### config.mk
export PLATFORM = sky130hd
export DESIGN_NAME = npk_pack_unit
export DESIGN_NICKNAME = d
export VERILOG_FILES = /design/src/rtl/npk_pkg.sv /design/src/rtl/npk_d2w_lanes.sv /design/src/rtl/npk_w2b_lanes.sv /design/src/rtl/npk_pack_unit.sv
export SDC_FILE = /design/constraint.sdc
export NUM_CORES = 1
export LEC_CHECK = 0
export ABC_AREA = 1
export BUFFER_PORTS_ARGS = -buffer_cell sky130_fd_sc_hd__buf_4
export CORE_MARGIN = 5
export CORE_UTILIZATION = 40
export DETAILED_ROUTE_END_ITERATION = 10
export PLACE_DENSITY = 0.69
export SETUP_SLACK_MARGIN = 0.02
export SLEW_MARGIN = 20
export SYNTH_ARGS = -nofsm -noshare
export SYNTH_HDL_FRONTEND = slang
export SYNTH_SLANG_ARGS = --single-unit
### constraint.sdc
create_clock -name clk -period 1.4 [get_ports clk]
set_input_delay 0.07 -clock clk [delete_from_list [all_inputs] [get_ports clk]]
set_output_delay 0.07 -clock clk [all_outputs]
set_load 0.01 [all_outputs]
### src/rtl/npk_pkg.sv
package npk_pkg;

    localparam int OP_W_DEF = 64;

    typedef enum logic [1:0] {
        MD_D2W_S = 2'd0,
        MD_W2B_S = 2'd1,
        MD_W2B_U = 2'd2,
        MD_RSVD  = 2'd3
    } npk_mode_e;

    typedef struct packed {
        logic [15:0] val;
        logic        clamped;
    } half_res_t;

    typedef struct packed {
        logic [7:0] val;
        logic       clamped;
    } byte_res_t;

    function automatic half_res_t clamp_d2w(input logic [31:0] x);
        half_res_t r;
        r.clamped = !((x[31:15] == '0) || (x[31:15] == '1));
        if (r.clamped) r.val = x[31] ? 16'h8000 : 16'h7FFF;
        else           r.val = x[15:0];
        return r;
    endfunction

    function automatic byte_res_t clamp_w2b(input logic [15:0] x, input logic to_unsigned);
        byte_res_t r;
        if (to_unsigned) begin
            if (x[15]) begin
                r.clamped = 1'b1;
                r.val     = 8'h00;
            end else if (x[14:8] != '0) begin
                r.clamped = 1'b1;
                r.val     = 8'hFF;
            end else begin
                r.clamped = 1'b0;
                r.val     = x[7:0];
            end
        end else begin
            r.clamped = !((x[15:7] == '0) || (x[15:7] == '1));
            if (r.clamped) r.val = x[15] ? 8'h80 : 8'h7F;
            else           r.val = x[7:0];
        end
        return r;
    endfunction

endpackage

### src/rtl/npk_d2w_lanes.sv
module npk_d2w_lanes #(
    parameter int OP_W = 64,
    localparam int IN_W  = 2 * OP_W,
    localparam int LANES = IN_W / 32
) (
    input  logic [IN_W-1:0]  wide_i,
    output logic [OP_W-1:0]  narrow_o,
    output logic [LANES-1:0] clamp_o
);
    import npk_pkg::*;

    for (genvar g = 0; g < LANES; g++) begin : g_lane
        half_res_t r;
        always_comb r = clamp_d2w(wide_i[g*32 +: 32]);
        assign narrow_o[g*16 +: 16] = r.val;
        assign clamp_o[g]           = r.clamped;
    end
endmodule

### src/rtl/npk_w2b_lanes.sv
module npk_w2b_lanes #(
    parameter int OP_W = 64,
    localparam int IN_W  = 2 * OP_W,
    localparam int LANES = IN_W / 16
) (
    input  logic [IN_W-1:0]  wide_i,
    input  logic             unsigned_i,
    output logic [OP_W-1:0]  narrow_o,
    output logic [LANES-1:0] clamp_o
);
    import npk_pkg::*;

    for (genvar g = 0; g < LANES; g++) begin : g_lane
        byte_res_t r;
        always_comb r = clamp_w2b(wide_i[g*16 +: 16], unsigned_i);
        assign narrow_o[g*8 +: 8] = r.val;
        assign clamp_o[g]         = r.clamped;
    end
endmodule

### src/rtl/npk_pack_unit.sv
module npk_pack_unit #(
    parameter int OP_W = npk_pkg::OP_W_DEF,
    localparam int MASK_W = OP_W / 8,
    localparam int DW_N   = OP_W / 16
) (
    input  logic              clk,
    input  logic              rst,
    input  logic              start_i,
    input  logic [1:0]        mode_i,
    input  logic [OP_W-1:0]   dst_i,
    input  logic [OP_W-1:0]   src_i,
    output logic [OP_W-1:0]   result_o,
    output logic [MASK_W-1:0] sat_mask_o,
    output logic              illegal_o,
    output logic              done_o
);
    import npk_pkg::*;

    npk_mode_e         mode;
    logic [2*OP_W-1:0] wide;
    logic [OP_W-1:0]   d2w_val, w2b_val, res_c;
    logic [DW_N-1:0]   d2w_clamp;
    logic [MASK_W-1:0] w2b_clamp, mask_c;
    logic              ill_c;

    assign mode = npk_mode_e'(mode_i);
    assign wide = {src_i, dst_i};

    npk_d2w_lanes #(.OP_W(OP_W)) i_d2w (
        .wide_i   (wide),
        .narrow_o (d2w_val),
        .clamp_o  (d2w_clamp)
    );

    npk_w2b_lanes #(.OP_W(OP_W)) i_w2b (
        .wide_i     (wide),
        .unsigned_i (mode == MD_W2B_U),
        .narrow_o   (w2b_val),
        .clamp_o    (w2b_clamp)
    );

    always_comb begin
        res_c  = '0;
        mask_c = '0;
        ill_c  = 1'b0;
        case (mode)
            MD_D2W_S: begin
                res_c  = d2w_val;
                mask_c = {{(MASK_W-DW_N){1'b0}}, d2w_clamp};
            end
            MD_W2B_S, MD_W2B_U: begin
                res_c  = w2b_val;
                mask_c = w2b_clamp;
            end
            default: ill_c = 1'b1;
        endcase
    end

    always_ff @(posedge clk) begin
        if (rst) begin
            result_o   <= '0;
            sat_mask_o <= '0;
            illegal_o  <= 1'b0;
            done_o     <= 1'b0;
        end else begin
            done_o <= start_i;
            if (start_i) begin
                result_o   <= res_c;
                sat_mask_o <= mask_c;
                illegal_o  <= ill_c;
            end
        end
    end
endmodule

==> reports/results.ini <==
[run_status]
status=finished clean

[layout]
fillers=1688
layout-drive-gt1-share_pct=23.5
antenna_cells=0
post-route-cell-area_um2=9000
synthToLayoutAreaGrowth_pct=39.5
nets=1597
multi_input_area_um2=4330
final_util_pct=56.9
seq_area_um2=1480

[cts]
clk_pin_slew_ns=0.06
cts.sinks=74
htree_num_levels=3
clock-root-buffer=clkbuf_16
numCtsBuffers=9
cts_tree=yes
clock_path_buffers=2
clock_latency_ns=0.35

[power]
power.ir.vdd_worst_v=0.000644
power.leakage_uw=0.00453
cellPowerDensity_nw_per_um2=781
power_frac_clock_pct=38.7
internal_power_uw=4870
seq_power_share_pct=33.0
swShare_pct=30.7
p_sw_uw=2160
power_frac_comb_pct=28.3
power_uw=7030

[floorplanning]
io_pins=207
coreArea_um2=15800
rows=46
die-area_um2=18800
start_util_pct=40.8
die_w_um=137
die_h_um=137

[sta]
period_share_pct=90.5
final_max_slew_viol_count=0
hold_viol_final=0
setup_violations=0
rsz0062_at_grt=yes
period_minus_slack_ns=1.27
finalClockSkew_ns=0
tightest_slew_ns=0.417
fmax_ghz=0.789
slew-limit-headroom_pct=72.2

[drt]
drtIter0Drc=430
dr_wl_met3_mm=1.66
drt_pass1_iterations=5
via_per_inst=4.99
dr_wl_met2_mm=10.6
ant_nets=0
wl_per_cell_um=13.7
vias=8394
drt-met1-wl_mm=10.1
drc=0
finalWirelength_mm=23.0
top_layer=met4

[yosys]
synth-seq-cells=74
synth_area_um2=6450
syn-instance-count=1217
avgSynthCellArea_um2=5.30
synth-async-reset-ratio_pct=0
synth_nets=1354
synth.distinct_cells=31
ys.flop_type=dfxtp_1
synth_edf_count=0
ys_warn_count=0
synth_seq_area_share_pct=23.0

[worst_setup_path]
critPathMaxFanout=15
critPathRequiredTime_ns=1.65
rr_worst_depth=4
crit_type=in2reg
critPathArrivalTime_ns=1.51
start_kind=input port
endpoint_kind=flip-flop

[grt]
grt_pass1_vias=7590
grtUsageTotal_pct=24.3
antenna_found_initial=0
grt_max_degree=75
gr-total-overflow=0
grt_pass1_wl_mm=37.2

[job]
drv_cap=0

[placed_design]
dpl_cell_area_um2=8620
dp_hpwl_mm=17.5
gp_congestion=0.920
port_buffers=206

[min_path]
min_path_cells=2
hold_class=in2reg

-- layout make-up --
type                    instances  share of cell area [%]
clock inverters                 7                    1.31
repair buffers                282                    24.4
inverters                     102                    4.25
multi-input cells             991                    48.1
well taps                     216                    3.00
flip-flops and latches         74                    16.5
clock buffers                   9                    2.50
-- cell families (layout without fill, tap and decap cells) --
logic type                 Yosys count  in the layout  synth area share (%)
buffers and inverters              152            400                  10.1
adders and majority gates            4              4                 0.776
AOI/OAI and AO/OA                   90             90                  8.05
and+or+nand+nor                    897            897                  58.1
DFF                                 74             74                  23.0
-- power by group through the flow --
stage               combinational, µW  sequential, µW  clock (µW)
floorplan                         942            2410           0
finish                           1990            2320        2720
detailed placement               1980            2360           0
CTS                              1990            2320        2780
global route                     2220            2330        2870
global placement                 1970            2370           0
-- cell usage after synthesis (7+ instances only) --
| cell | number | area [µm²] |
|---|---|---|
| a21oi_1 | 47 | 235 |
| buf_2 | 16 | 80.1 |
| buf_6 | 7 | 78.8 |
| clkbuf_1 | 19 | 71.3 |
| dfxtp_1 | 74 | 1480 |
| inv_1 | 98 | 368 |
| nand2_1 | 517 | 1940 |
| nand2_2 | 7 | 43.8 |
| nand3_1 | 159 | 796 |
| nand4_1 | 15 | 93.8 |
| nor2_1 | 160 | 601 |
| o211ai_1 | 11 | 82.6 |
| o21ai_0 | 12 | 60.1 |
| or2_2 | 21 | 131 |
-- critical path: stages --
cell and delay [ns]:
buf_4 0.12, inv_1 0.07, ha_2 0.19, buf_12 0.15
nand4_1 0.26, buf_4 0.24, o211ai_1 0.18, o211ai_1 0.12
nand2_1 0.07, inv_1 0.04
-- routing by layer --
layer | vias to the layer above | GRT usage, %
met2 | 290 | 40.2
met5 | - | 0
met4 | 0 | 8.04
li1 | 4320 | -
met1 | 3742 | 32.1
met3 | 42 | 4.15
-- registers in the layout (all words and copies together) (netlist names) --
register    cells
sat_mask_o      8
illegal_o       1
done_o          1
result_o       64
-- layout by cell type, fill, tap and decap left out, types with 2 or more instances in the layout --
cell / netlist / routed
a22oi_1: 3 / 3
a31oi_1: 3 / 3
o21ai_2: 4 / 4
buf_12: 0 / 6
nand3_2: 3 / 3
clkinvlp_4: 0 / 3
nor2_1: 160 / 160
or2_2: 21 / 20
nor3_2: 4 / 4
clkinv_1: 4 / 4
ha_1: 4 / 3
nand3_1: 159 / 159
buf_4: 3 / 275
o21ai_0: 12 / 12
clkbuf_16: 0 / 9
a21oi_1: 47 / 47
o21ai_1: 6 / 6
o211ai_1: 11 / 11
bufinv_16: 0 / 3
nor3_1: 4 / 4
a21oi_2: 2 / 2
dfxtp_1: 74 / 74
nand4_1: 15 / 15
inv_1: 98 / 97
nand2_1: 517 / 516
nand3b_1: 4 / 4
nand2_2: 7 / 8
-- final timing paths --
check | start | end | slack (ns)
min | rst | result_o[62] | 0.11
max reg2reg | sat_mask_o[2] | sat_mask_o[2] | 0.52
max | mode_i[0] | sat_mask_o[1] | 0.13
min reg2reg | result_o[20] | result_o[20] | 0.46
-- what timing repair did --
item / 4_1_cts / 5_1_grt
buffers inserted: 0 / 3
hold endpoints to repair: 1 / 0
gates resized for setup: 0 / 2
setup endpoints to repair: 0 / 12
hold buffers: 1 / 0
-- stage by stage --
| step | worst slack [ns] | setup TNS, ns | instances | hold slack (ns) |
|---|---|---|---|---|
| 2_1_floorplan | 0.0487 | 0 | 1217 | 0.235 |
| 3_3_place_gp | -0.207 | -9.01 | 1661 | 0.350 |
| 3_5_place_dp | -0.246 | -10.89 | 1661 | 0.358 |
| 4_1_cts | 0.118 | 0 | 1678 | 0.0908 |
| 5_1_grt | -0.00483 | -0.00483 | 1681 | 0.116 |
| 6_report | 0.133 | 0 | 1681 | 0.107 |
Power figures use the tool's default switching activity.
